===== src/rtl/ebs_pkg.sv =====
package ebs_pkg;

  typedef enum logic [1:0] {
    EW_8  = 2'b00,
    EW_16 = 2'b01,
    EW_32 = 2'b10,
    EW_64 = 2'b11
  } ew_e;

  localparam int NUM_EW = 4;

  typedef struct packed {
    logic swap_en;
    ew_e  gran;
  } swap_ctrl_t;

endpackage


===== src/rtl/ebs_ctrl.sv =====
module ebs_ctrl
  import ebs_pkg::*;
(
  input  logic       load_path,
  input  logic       rev_bit,
  input  logic       be_flag,
  input  logic       brev_ld,
  input  logic [1:0] ew,
  output swap_ctrl_t ctrl
);

  always_comb begin
    if (load_path) begin
      ctrl.swap_en = be_flag ^ brev_ld;
      ctrl.gran    = EW_64;
    end else begin
      ctrl.swap_en = rev_bit;
      ctrl.gran    = ew_e'(ew);
    end
  end

endmodule


===== src/rtl/ebs_swap_net.sv =====
module ebs_swap_net
  import ebs_pkg::*;
#(
  parameter int NBYTES = 8,
  parameter int BYTE_W = 8
) (
  input  logic [NBYTES*BYTE_W-1:0] din,
  input  swap_ctrl_t               ctrl,
  output logic [NBYTES*BYTE_W-1:0] dout
);

  localparam int W = NBYTES * BYTE_W;

  logic [W-1:0] cand [NUM_EW];

  for (genvar k = 0; k < NUM_EW; k++) begin : g_gran
    localparam int GRP = ((1 << k) > NBYTES) ? NBYTES : (1 << k);
    for (genvar i = 0; i < NBYTES; i++) begin : g_byte
      localparam int BASE = (i / GRP) * GRP;
      localparam int SRC  = BASE + (GRP - 1 - (i % GRP));
      assign cand[k][i*BYTE_W +: BYTE_W] = din[SRC*BYTE_W +: BYTE_W];
    end
  end

  always_comb begin
    if (ctrl.swap_en) dout = cand[ctrl.gran];
    else              dout = din;
  end

endmodule


===== src/rtl/ebs_out_stage.sv =====
module ebs_out_stage #(
  parameter int W       = 64,
  parameter bit OUT_REG = 1'b1
) (
  input  logic         clk,
  input  logic         rst_n,
  input  logic         up_valid,
  output logic         up_ready,
  input  logic [W-1:0] up_data,
  output logic         dn_valid,
  input  logic         dn_ready,
  output logic [W-1:0] dn_data
);

  if (OUT_REG) begin : g_reg
    logic         vld_q;
    logic [W-1:0] data_q;

    assign up_ready = !vld_q || dn_ready;

    always_ff @(posedge clk) begin
      if (!rst_n) begin
        vld_q <= 1'b0;
      end else if (up_ready) begin
        vld_q <= up_valid;
      end
    end

    always_ff @(posedge clk) begin
      if (up_valid && up_ready) data_q <= up_data;
    end

    assign dn_valid = vld_q;
    assign dn_data  = data_q;
  end else begin : g_comb
    assign up_ready = dn_ready;
    assign dn_valid = up_valid;
    assign dn_data  = up_data;
  end

endmodule


===== src/rtl/elem_byte_swap.sv =====
module elem_byte_swap
  import ebs_pkg::*;
#(
  parameter int NBYTES  = 8,
  parameter int BYTE_W  = 8,
  parameter bit OUT_REG = 1'b1
) (
  input  logic                     clk,
  input  logic                     rst_n,
  input  logic                     in_valid,
  output logic                     in_ready,
  input  logic [NBYTES*BYTE_W-1:0] in_data,
  input  logic [1:0]               in_ew,
  input  logic                     in_load,
  input  logic                     in_rev,
  input  logic                     in_be,
  input  logic                     in_brev_ld,
  output logic                     out_valid,
  input  logic                     out_ready,
  output logic [NBYTES*BYTE_W-1:0] out_data
);

  localparam int DATA_W = NBYTES * BYTE_W;

  swap_ctrl_t        ctrl;
  logic [DATA_W-1:0] swapped;

  ebs_ctrl u_ctrl (
    .load_path (in_load),
    .rev_bit   (in_rev),
    .be_flag   (in_be),
    .brev_ld   (in_brev_ld),
    .ew        (in_ew),
    .ctrl      (ctrl)
  );

  ebs_swap_net #(
    .NBYTES (NBYTES),
    .BYTE_W (BYTE_W)
  ) u_net (
    .din  (in_data),
    .ctrl (ctrl),
    .dout (swapped)
  );

  ebs_out_stage #(
    .W       (DATA_W),
    .OUT_REG (OUT_REG)
  ) u_out (
    .clk      (clk),
    .rst_n    (rst_n),
    .up_valid (in_valid),
    .up_ready (in_ready),
    .up_data  (swapped),
    .dn_valid (out_valid),
    .dn_ready (out_ready),
    .dn_data  (out_data)
  );

endmodule


===== config.mk =====
export PLATFORM = sky130hd
export DESIGN_NAME = elem_byte_swap
export DESIGN_NICKNAME = d
export VERILOG_FILES = /design/src/rtl/ebs_pkg.sv /design/src/rtl/ebs_ctrl.sv /design/src/rtl/ebs_swap_net.sv /design/src/rtl/ebs_out_stage.sv /design/src/rtl/elem_byte_swap.sv
export SDC_FILE = /design/constraint.sdc
export NUM_CORES = 1
export LEC_CHECK = 0
export ABC_AREA = 1
export BUFFER_PORTS_ARGS = -buffer_cell sky130_fd_sc_hd__buf_2
export CORE_MARGIN = 10
export CORE_UTILIZATION = 55
export CTS_CLUSTER_SIZE = 14
export DETAILED_ROUTE_END_ITERATION = 8
export PLACE_DENSITY = 0.87
export SLEW_MARGIN = 10
export SYNTH_ARGS = -nofsm -noshare
export SYNTH_HDL_FRONTEND = slang
export SYNTH_HIERARCHICAL = 1
export SYNTH_SLANG_ARGS = --single-unit

===== constraint.sdc =====
create_clock -name clk -period 7.35 [get_ports clk]
set_input_delay 0.3675 -clock clk [delete_from_list [all_inputs] [get_ports clk]]
set_output_delay 0.3675 -clock clk [all_outputs]
set_load 0.005 [all_outputs]

==> parameters.txt, run 1 <==
Parameter                              Value

Outcome
  Run status ... finished, final reports clean

Synth
  Flops & latches, synth ... 65
  Cells taking the most area after synthesis ... sky130_fd_sc_hd__edfxtp_1 46%, sky130_fd_sc_hd__nand2_1 23%, sky130_fd_sc_hd__nand3_1 23%, sky130_fd_sc_hd__buf_2 2.3%, sky130_fd_sc_hd__clkbuf_8 2.0%
  Cell area after technology mapping ... between 4000 and 5000 µm²
  Yosys warns ... 6
  Top post-synthesis cells by count ... 260 x sky130_fd_sc_hd__nand2_1, 193 x sky130_fd_sc_hd__nand3_1, 64 x sky130_fd_sc_hd__edfxtp_1, 19 x sky130_fd_sc_hd__buf_2, 7 x sky130_fd_sc_hd__buf_4
  Cell with the most instances after synthesis ... sky130_fd_sc_hd__nand2_1
  Number of enable-type register cells in the synthesized netlist ... 64
  Portion of the post-synthesis area used by sequential elements ... 0.4612
  Commonest register cell after synthesis ... sky130_fd_sc_hd__edfxtp_1
  Area share of the largest cell type after synthesis ... 0.4565
  Yosys top cell by area ... sky130_fd_sc_hd__edfxtp_1
  Number of distinct library cells after synthesis ... 15
  Post-synthesis instance total ... about 570
  Share of synthesized registers carrying an async set or reset ... 0
  Synthesized area divided by synthesized cell count ... 7.374 µm²
  Post-synth net total ... about 650

Timing
  Relative slew margins ... 0.1635
  Final hold vios ... 0
  Setup Total Neg Slack ... 0 ns
  Post-route minimum period ... roughly 2.6 ns
  Max Freq ... 378.8 MHz
  Number of max-slew violations in the final report ... 0
  Final worst path period share ... 0.3591
  Final setup violation count ... 0
  Worst clock skew ... about 0.011 ns
  Measured slew at the worst slew-check pin ... roughly 1.3 ns
  Unrepaired setup endpoints after global routing ... no
  Setup WS post-layout ... roughly 4.7 ns
  Hold WS ... 0.2555 ns

Global route
  Global-route wire length before repair ... between 15 and 20 mm
  GR Util All Layers ... 0.2006
  Vias in the first global route ... ~4.1k
  Initial antenna violation count ... 0
  Maximum number of pins on one net before global-route repair ... 66
  Aggregate global routing overflow ... 0

Clocking
  Number of buffers inserted by post-CTS setup repair ... 0
  Clock root buffer master ... sky130_fd_sc_hd__clkbuf_8
  TritonCTS clock tree ... yes
  Number of buffers inserted during clock tree synthesis ... 9
  Maximum level of the CTS H-tree ... 3
  Maximum number of buffers from clock root to sink ... 2
  Clock latency on the worst-skew pair ... around 0.34 ns
  Total of hold buffers inserted after clock tree synthesis ... 0
  Number of cells upsized or downsized after cts ... 0
  Clock-pin slew on the worst setup and hold paths ... 0.07 ns
  Number of clock sinks seen by CTS ... 65

Final layout
  Share of post-route cells with drive strength above 1 ... 0.2384
  Number of nets in the layout ... ~760
  Inserted Diodes ... 0
  Final Util ... 0.6788
  Area Growth Syn to Fin ... 18.19%
  Post-route design area ... about 5000 µm²

Place
  Setup Slack @ Placement ... between 4 and 5 ns
  HPWL Detailed ... between 8 and 9 mm
  Placed Area ... approximately 4800 µm²
  Number of buffer cells added on primary ports ... ~140
  Final Wtd Congestion ... between 0.8 and 0.9

Die
  Vert. Die Dim ... between 100 and 150 µm
  Width of the die ... approximately 110 µm
  Count of standard-cell rows ... 31
  Io pins ... 140
  Placeable core region ... 7331 µm²
  Area of the die ... around 12000 µm²
  Effective utilization at floorplan ... 0.5743

Setup path
  CP top delay family ... simple AND/OR/NAND/NOR gates
  Worst path arrival time ... approximately 2.7 ns
  Worst endpoint required time ... roughly 7.4 ns
  Type of the worst setup path ... in -> reg
  Slowest CP cell ... sky130_fd_sc_hd__or2_2
  Cells along the critical path ... buf_2 > or2_2 > inv_2 > nand2_1 > nand3_1 > nand3_1 > nand2_1
  Kind of start point of the critical path ... input pin
  Critical path origin ... in_load
  Startpoint of the most critical register-to-register path ... u_out/dn_valid
  Maximum fanout encountered on the critical timing path ... 65
  Maximum cell stage delay along the critical path ... 0.84 ns
  CP Capture Type ... flop
  Combined buffer and inverter count along the critical path ... 2

Worst hold path
  Worst min-delay path category ... in -> reg
  Critical hold path startpoint ... rst_n

Run
  Maxcap violations ... 0

Power and ir drop
  Leakage power figure ... about 2.5 nW
  Clock network power share ... 0.295
  Internal Pwr Total ... slightly below 0.7 mW
  Part of the total power dissipated in sequential elements ... 0.472
  Power density over the cells ... between 150 and 200 nW/µm²
  Psw ... about 0.29 mW
  Sw frac ... 0.2977
  Maximum resistive drop on vdd ... between 0.1 and 0.15 mV
  Combinational cell fraction of total power ... 0.233

Routing
  First-pass DRT Iterations ... 6
  DR vias/cell ... between 5 and 6
  Detailed Route WL ... between 10 and 15 mm
  Vias ... approximately 4.6k
  Remaining DRCs ... 0
  Wire per inst ... ~16 µm
  Number of DRC markers after the initial detailed-route iteration ... 576
  Number of antenna-violating nets in the routed design ... 0
cells by family (layout without fill, tap and decap cells):
| kind of cell | Yosys count | in the layout | share of synthesized area |
|---|---|---|---|
| and+or+nand+nor | 456 | 456 | 0.4657 |
| buffers and inverters | 48 | 165 | 0.06984 |
| AOI/OAI and AO/OA | 2 | 2 | 0.003268 |
| DFF | 65 | 65 | 0.4612 |
power groups by stage:
stage | Combinational [mW] | Clock (mW) | Sequential, mW
detailed placement | 0.224 | 0 | 0.469
floorplan | 0.135 | 0 | 0.477
global route | 0.253 | 0.310 | 0.464
finish | 0.228 | 0.288 | 0.461
global placement | 0.216 | 0 | 0.469
CTS | 0.225 | 0.292 | 0.462
tightest hold or removal path, stage by stage:
cell,delay (ns)
sky130_fd_sc_hd__buf_2,0.10
sky130_fd_sc_hd__inv_1,0.06
sky130_fd_sc_hd__a21oi_2,0.03
state kept, by name, summed over array words and instances, names as in the netlist:
name and flops:
u_out/dn_valid 1, u_out/dn_data 64
path summary, 6_finish.rpt:
| kind | slack (ns) | cells after the start | endpoint |
|---|---|---|---|
| hold / removal | 0.26 | 3 | u_out/dn_valid |
| hold reg to reg | 0.53 | 2 | u_out/dn_valid |
| setup reg to reg | 5.80 | 2 | u_out/dn_data[30] |
| setup / recovery | 4.71 | 7 | u_out/dn_data[28] |
layout by cell type, fill, tap and decap left out, types with 2 or more instances in the layout:
cell	count
sky130_fd_sc_hd__buf_2	139
sky130_fd_sc_hd__clkbuf_1	2
sky130_fd_sc_hd__clkbuf_8	12
sky130_fd_sc_hd__edfxtp_1	64
sky130_fd_sc_hd__inv_1	5
sky130_fd_sc_hd__inv_2	4
sky130_fd_sc_hd__nand2_1	259
sky130_fd_sc_hd__nand2_2	2
sky130_fd_sc_hd__nand3_1	193
sky130_fd_sc_hd__or2_2	2
cell type report:
class	count	area, µm²
clock buffers	14	172.7
clock inverters	2	12.51
fillers	603	2355
inverters	9	33.78
multi-input cells	458	1988
flip-flops and latches	65	1942
well taps	99	123.9
repair buffers	140	703.2
metal layers:
metal | up-vias | wire length (µm) | part of all wire | GRT usage
li1 | 2169 | - | - | -
met1 | 2010 | 4597 | 0.37 | 0.2285
met2 | 361 | 5902 | 0.47 | 0.3356
met3 | 43 | 1678 | 0.13 | 0.08084
met4 | 0 | 326 | 0.026 | 0.06393
met5 | - | 0 | 0 | 0
stage by stage:
stage | power [mW] | std cells
2_1_floorplan | 0.6117 | 571
3_3_place_gp | 0.6848 | 771
3_5_place_dp | 0.6930 | 771
4_1_cts | 0.9784 | 787
5_1_grt | 1.028 | 787
6_report | 0.9771 | 787
(Power assumes the default switching activity.)
==> run 2, diff against run 1 <==
--- a/config.mk
+++ b/config.mk
@@ -8,10 +8,10 @@
 export ABC_AREA = 1
 export BUFFER_PORTS_ARGS = -buffer_cell sky130_fd_sc_hd__buf_2
 export CORE_MARGIN = 10
-export CORE_UTILIZATION = 55
+export CORE_UTILIZATION = 46
 export CTS_CLUSTER_SIZE = 14
 export DETAILED_ROUTE_END_ITERATION = 8
-export PLACE_DENSITY = 0.87
+export PLACE_DENSITY = 0.78
 export SLEW_MARGIN = 10
 export SYNTH_ARGS = -nofsm -noshare
 export SYNTH_HDL_FRONTEND = slang
==> constraint.sdc (replaced) <==
create_clock -name clk -period 2.2 [get_ports clk]
set_input_delay 0.11 -clock clk [delete_from_list [all_inputs] [get_ports clk]]
set_output_delay 0.11 -clock clk [all_outputs]
set_load 0.005 [all_outputs]
==> parameters.txt, run 2 (same netlist as run 1, synthesis figures left out) <==
Parameter                              Value

Setup path
  Worst endpoint required time ... 2.40 ns (-5.04 ns)
  Register-to-Register Setup Slack ... 0.98 ns (-4.82 ns)
  Type of the worst setup path ... in -> reg
  Kind of start point of the critical path ... input pin
  Worst path arrival time ... 1.59 ns (-1.14 ns)
  Slowest CP cell ... sky130_fd_sc_hd__or2_2
  Startpoint of the most critical register-to-register path ... u_out/dn_valid
  R2R depth ... 2 (unchanged)
  CP Capture Type ... flop
  Cells along the critical path ... buf_2 > or2_2 > inv_2 > buf_4 > nand2_1 > nand3_1 > nand3_1 > nand2_1
  Maximum cell stage delay along the critical path ... 0.47 ns (-0.37 ns)
  Maximum fanout encountered on the critical timing path ... 40 (-38%)
  Capture point of the worst reg-to-reg path ... u_out/dn_data[41]

Clocking
  Number of cells upsized or downsized after cts ... 0 (unchanged)
  TritonCTS clock tree ... yes
  Clock-pin slew on the worst setup and hold paths ... 0.07 ns (about the same)
  Total of hold buffers inserted after clock tree synthesis ... 1 (+1)
  Number of buffers inserted by post-CTS setup repair ... 0 (unchanged)
  Number of buffers inserted during clock tree synthesis ... 9 (unchanged)
  Clock latency on the worst-skew pair ... 0.33 ns (about the same)
  Clock root buffer master ... sky130_fd_sc_hd__clkbuf_8
  Maximum number of buffers from clock root to sink ... 2 (unchanged)
  Number of clock sinks seen by CTS ... 65 (unchanged)
  Maximum level of the CTS H-tree ... 3 (unchanged)

Routing
  Detailed Route WL ... 12.82 mm (+2.5%)
  Number of DRC markers after the initial detailed-route iteration ... 418 (-27%)
  Number of antenna-violating nets in the routed design ... 0 (unchanged)
  Wire per inst ... 15.88 µm (about the same)
  First-pass DRT Iterations ... 5 (-1)
  Vias ... 4561 (-0.48%)
  DR vias/cell ... 5.652 (-2.9%)
  Remaining DRCs ... 0 (unchanged)

Global route
  GRT met3 Usage ... 0.05116 (-0.02968)
  Global route hottest layer ... met2
  Initial antenna violation count ... 0 (unchanged)
  Met1 capacity usage during global routing ... 0.2298 (+0.001303)
  Global routing met2 resource utilization ... 0.3169 (-0.01871)
  Aggregate global routing overflow ... 0 (unchanged)
  Vias in the first global route ... 4407 (+7.0%)
  Maximum number of pins on one net before global-route repair ... 65 (-1.5%)
  GR Util All Layers ... 0.1892 (-0.01137)
  Global-route wire length before repair ... 20.91 mm (+8.2%)

Die
  Placeable core region ... 8806 µm² (+20%)
  Count of standard-cell rows ... 34 (+9.7%)
  Effective utilization at floorplan ... 0.4781 (-0.09621)
  Area of the die ... 13380 µm² (+16%)
  Width of the die ... 115.7 µm (+7.6%)
  Io pins ... 140 (unchanged)
  Vert. Die Dim ... 115.7 µm (+7.6%)

Worst hold path
  Number of stages on the worst hold path ... 4 (+1)
  Worst min-delay path category ... in -> reg
  Critical hold path startpoint ... out_ready
  Min-Delay Endpoint ... u_out/dn_valid

Final layout
  Area Growth Syn to Fin ... 21.90%
  Commonest cells after routing, fill and taps aside ... 259 x sky130_fd_sc_hd__nand2_1, 193 x sky130_fd_sc_hd__nand3_1, 139 x sky130_fd_sc_hd__buf_2
  FILL cells ... 801 (+33%)
  Final Util ... 0.5828 (-0.09595)
  Flip-flop count of the largest register after layout ... 64 (unchanged)
  Final standard cell count with taps included and fillers excluded ... 807 (+2.5%)
  Most common cell after layout, fill and taps aside ... sky130_fd_sc_hd__nand2_1
  Inserted Diodes ... 0 (unchanged)
  Share of post-route cells with drive strength above 1 ... 0.2489 (+0.01055)
  Number of nets in the layout ... 768 (+1.5%)

Timing
  Unrepaired setup endpoints after global routing ... no
  Post-route minimum period ... around 1.4 ns
  Number of max-slew violations in the final report ... 0 (unchanged)
  Final hold vios ... 0 (unchanged)
  Relative slew margins ... 0.5690 (+0.4055)
  Measured slew at the worst slew-check pin ... 0.6465 ns (-0.6083 ns)
  Max Freq ... 715.9 MHz
  Final worst path period share ... 0.6349
  Setup Total Neg Slack ... 0 ns (unchanged)
  Final setup violation count ... 0 (unchanged)
  Hold WS ... 0.05101 ns (-0.2045 ns)
  Worst clock skew ... 0.005834 ns (-0.005090 ns)

Place
  Placed Cells incl. Taps ... 790 (+2.5%)
  HPWL Detailed ... 9.215 mm (+8.7%)
  Number of buffer cells added on primary ports ... 139 (unchanged)
  Final Wtd Congestion ... 0.9016 (+3.4%)

Outcome
  Run status ... finished, final reports clean

Power and ir drop
  Combinational cell fraction of total power ... 0.220 (-0.013)
  Clock network power share ... 0.342 (+0.047)
  Maximum resistive drop on vdd ... 0.3314 mV (+170%)
  Internal Pwr Total ... 2.537 mW (+270%)
  Sw frac ... 0.2792 (-0.01854)
  Psw ... 0.9826 mW (+240%)
  Part of the total power dissipated in sequential elements ... 0.438 (-0.034)
  Power density over the cells ... 685.8 nW/µm² (+250%)
  Leakage power figure ... 2.531 nW (+3.3%)

Run
  Maxcap violations ... 0 (unchanged)
run 2: worst max-delay path: cells and delay by family:
| kind | cells | cell delay (ns) |
|---|---|---|
| simple gates | 5 | 0.88 |
| buf+inv | 3 | 0.58 |
run 2: cell type report:
cell class | count | area [µm²] | share of cell area
clock buffers | 14 | 172.7 | 0.03364
clock inverters | 2 | 60.06 | 0.01170
inverters | 9 | 33.78 | 0.006582
multi-input cells | 458 | 1988 | 0.3874
flip-flops and latches | 65 | 1942 | 0.3784
well taps | 108 | 135.1 | 0.02633
repair buffers | 151 | 800.8 | 0.1560
run 2: power groups by stage:
stage | logic [mW] | clock network (mW) | registers, mW
6_report | 0.773 | 1.20 | 1.54
2_1_floorplan | 0.454 | 0 | 1.59
3_5_place_dp | 0.769 | 0 | 1.57
5_1_grt | 0.875 | 1.27 | 1.55
3_3_place_gp | 0.747 | 0 | 1.57
4_1_cts | 0.773 | 1.24 | 1.54
run 2: how the worst max path moves through the flow:
stage	startpoint	end	slack, ns
floorplan	u_out/dn_valid	u_out/dn_data[0]	0.33
global placement	in_load	u_out/dn_data[2]	0.57
detailed placement	in_load	u_out/dn_data[52]	0.49
CTS	in_load	u_out/dn_data[16]	0.84
global route	in_load	u_out/dn_data[3]	0.65
finish	in_load	u_out/dn_data[19]	0.80
run 2: routing by layer:
| metal | wire (µm) | vias up | share of wire |
|---|---|---|---|
| met4 | 175 | 0 | 0.014 |
| li1 | - | 2184 | - |
| met1 | 4938 | 2048 | 0.39 |
| met3 | 1442 | 22 | 0.11 |
| met2 | 6260 | 307 | 0.49 |
| met5 | 0 | - | 0 |
run 2: metrics by stage:
| step | setup WS, ns | area, µm² | power, mW |
|---|---|---|---|
| after floorplan | 0.3318 | 4222 | 2.040 |
| after global placement | 0.5653 | 4890 | 2.313 |
| after detailed placement | 0.4911 | 4890 | 2.339 |
| after CTS | 0.8442 | 5132 | 3.556 |
| after global routing | 0.6487 | 5132 | 3.698 |
| final | 0.8032 | 5132 | 3.520 |
==> run 3, diff against run 2 <==
==> constraint.sdc (replaced) <==
create_clock -name clk -period 1.2 [get_ports clk]
set_input_delay 0.06 -clock clk [delete_from_list [all_inputs] [get_ports clk]]
set_output_delay 0.06 -clock clk [all_outputs]
set_load 0.005 [all_outputs]
==> parameters.txt, run 3 (same netlist as run 1, synthesis figures left out) <==
Parameter                              Value

Timing
  Final hold vios ... 0 (unchanged)
  Unrepaired setup endpoints after global routing ... no
  Relative slew margins ... 0.5494 (-0.01966)
  Final setup violation count ... 0 (unchanged)
  Number of max-slew violations in the final report ... 0 (unchanged)
  Hold WS ... 0.02125 ns (-0.02976 ns)
  Worst clock skew ... 0.006956 ns (+0.001121 ns)
  Measured slew at the worst slew-check pin ... 0.6760 ns (+0.02949 ns)
  Setup WS post-layout ... 0.06630 ns (-0.7369 ns)
  Max Freq ... 882.1 MHz
  Final worst path period share ... 0.9447
  Post-route minimum period ... between 1 and 1.5 ns

Routing
  Number of DRC markers after the initial detailed-route iteration ... 470 (+12%)
  Vias ... 4638 (+1.7%)
  DR vias/cell ... 5.691 (+0.69%)
  Detailed Route WL ... 13.02 mm (+1.6%)
  Number of antenna-violating nets in the routed design ... 0 (unchanged)
  Wire per inst ... 15.98 µm (+0.59%)
  First-pass DRT Iterations ... 8 (+3)
  Remaining DRCs ... 0 (unchanged)

Setup path
  Worst path arrival time ... 1.42 ns (-0.17 ns)
  Worst endpoint required time ... 1.48 ns (-0.92 ns)
  CP Capture Type ... flop
  Startpoint of the most critical register-to-register path ... u_out/dn_valid
  Maximum fanout encountered on the critical timing path ... 3 (-93%)
  Capture point of the worst reg-to-reg path ... u_out/dn_valid
  R2R depth ... 3 (+1)
  Kind of start point of the critical path ... flop
  Register-to-Register Setup Slack ... 0.07 ns (-0.91 ns)
  Type of the worst setup path ... reg -> reg

Die
  Area of the die ... 13380 µm² (unchanged)
  Count of standard-cell rows ... 34 (unchanged)
  Vert. Die Dim ... 115.7 µm (unchanged)
  Effective utilization at floorplan ... 0.4781 (unchanged)
  Io pins ... 140 (unchanged)
  Width of the die ... 115.7 µm (unchanged)
  Placeable core region ... 8806 µm² (unchanged)

Place
  Setup Slack @ Placement ... -0.2036 ns (-0.6947 ns)
  Number of buffer cells added on primary ports ... 139 (unchanged)
  HPWL Detailed ... 9.580 mm (+4.0%)
  Placed Area ... 5056 µm² (+3.4%)
  Final Wtd Congestion ... 0.9196 (+2.0%)

Clocking
  Clock-pin slew on the worst setup and hold paths ... 0.07 ns (about the same)
  Clock root buffer master ... sky130_fd_sc_hd__clkbuf_8
  Clock latency on the worst-skew pair ... 0.34 ns (about the same)
  Number of clock sinks seen by CTS ... 65 (unchanged)
  Total of hold buffers inserted after clock tree synthesis ... 2 (+1)
  Number of cells upsized or downsized after cts ... 0 (unchanged)
  Number of buffers inserted during clock tree synthesis ... 9 (unchanged)
  Maximum number of buffers from clock root to sink ... 2 (unchanged)
  Maximum level of the CTS H-tree ... 3 (unchanged)
  TritonCTS clock tree ... yes
  Number of buffers inserted by post-CTS setup repair ... 0 (unchanged)

Power and ir drop
  Maximum resistive drop on vdd ... 0.5951 mV (+80%)
  Power density over the cells ... 1156 nW/µm² (+69%)
  Leakage power figure ... 2.584 nW (+2.1%)

Final layout
  Number of nets in the layout ... 776 (+1.0%)
  Commonest cells after routing, fill and taps aside ... 259 x sky130_fd_sc_hd__nand2_1, 193 x sky130_fd_sc_hd__nand3_1, 139 x sky130_fd_sc_hd__buf_2
  FILL cells ... 808 (+0.87%)
  Multi-input gate area ... 1988 µm² (unchanged)
  Most common cell after layout, fill and taps aside ... sky130_fd_sc_hd__nand2_1
  Share of post-route cells with drive strength above 1 ... 0.2532 (+0.004255)
  Post-route design area ... 5254 µm² (+2.4%)
  Flip-flop count of the largest register after layout ... 64 (unchanged)
  Sequential cell area ... 1943 µm² (about the same)
  Inserted Diodes ... 0 (unchanged)
  Area Growth Syn to Fin ... 24.78%
  Final Util ... 0.5966 (+0.01378)

Worst hold path
  Critical hold path startpoint ... in_data[63]
  Min-Delay Endpoint ... u_out/dn_data[63]
  Number of stages on the worst hold path ... 3 (-1)
  Worst min-delay path category ... in -> reg

Global route
  Global route hottest layer ... met2
  Global-route wire length before repair ... 20.96 mm (+0.23%)
  GRT met3 Usage ... 0.05891 (+0.007752)
  GR Util All Layers ... 0.1911 (+0.001929)
  Global routing met2 resource utilization ... 0.3299 (+0.01297)
  Vias in the first global route ... 4464 (+1.3%)
  Initial antenna violation count ... 0 (unchanged)
  Met1 capacity usage during global routing ... 0.2169 (-0.01293)
  Aggregate global routing overflow ... 0 (unchanged)
  Maximum number of pins on one net before global-route repair ... 65 (unchanged)

Run
  Maxcap violations ... 0 (unchanged)

Outcome
  Run status ... finished, final reports clean
[run 3: critical path, stage by stage (launching register included)]
cell and delay [ns]:
sky130_fd_sc_hd__dfxtp_2 0.37, sky130_fd_sc_hd__nand2_2 0.07, sky130_fd_sc_hd__a21oi_2 0.10, sky130_fd_sc_hd__dlygate4sd3_1 0.54
[run 3: worst max path at each step]
stage | from | endpoint | cells after the start
2_1_floorplan | u_out/dn_valid | u_out/dn_data[0] | 1
3_3_place_gp | in_load | u_out/dn_data[31] | 7
3_5_place_dp | in_load | u_out/dn_data[31] | 8
4_1_cts | u_out/dn_valid | u_out/dn_valid | 3
5_1_grt | u_out/dn_valid | u_out/dn_data[61] | 2
6_report | u_out/dn_valid | u_out/dn_valid | 3
[run 3: layout make-up]
class,count,area share
clock buffers,11,0.02501
flip-flops and latches,65,0.3698
well taps,108,0.02572
inverters,9,0.006430
multi-input cells,458,0.3784
clock inverters,5,0.008812
repair buffers,159,0.1858
[run 3: layer usage]
layer	share of wire	routed length [µm]
met1	0.38	4958
met2	0.49	6373
met3	0.11	1466
met4	0.017	223
met5	0	0
[run 3: power breakdown]
group | leakage, nW | internal (mW) | switching, mW
combinational | 1.86 | 0.604 | 0.906
sequential | 0.635 | 2.77 | 0.0543
clock | 0.0898 | 0.937 | 0.797
total | 2.58 | 4.32 | 1.76
[run 3: through the flow]
stage               std cells  TNS, ns  total power [mW]
floorplan                 571   -41.68             3.741
global placement          797   -7.812             4.332
detailed placement        797   -9.770             4.377
CTS                       815        0             6.143
global route              815        0             6.462
finish                    815        0             6.073
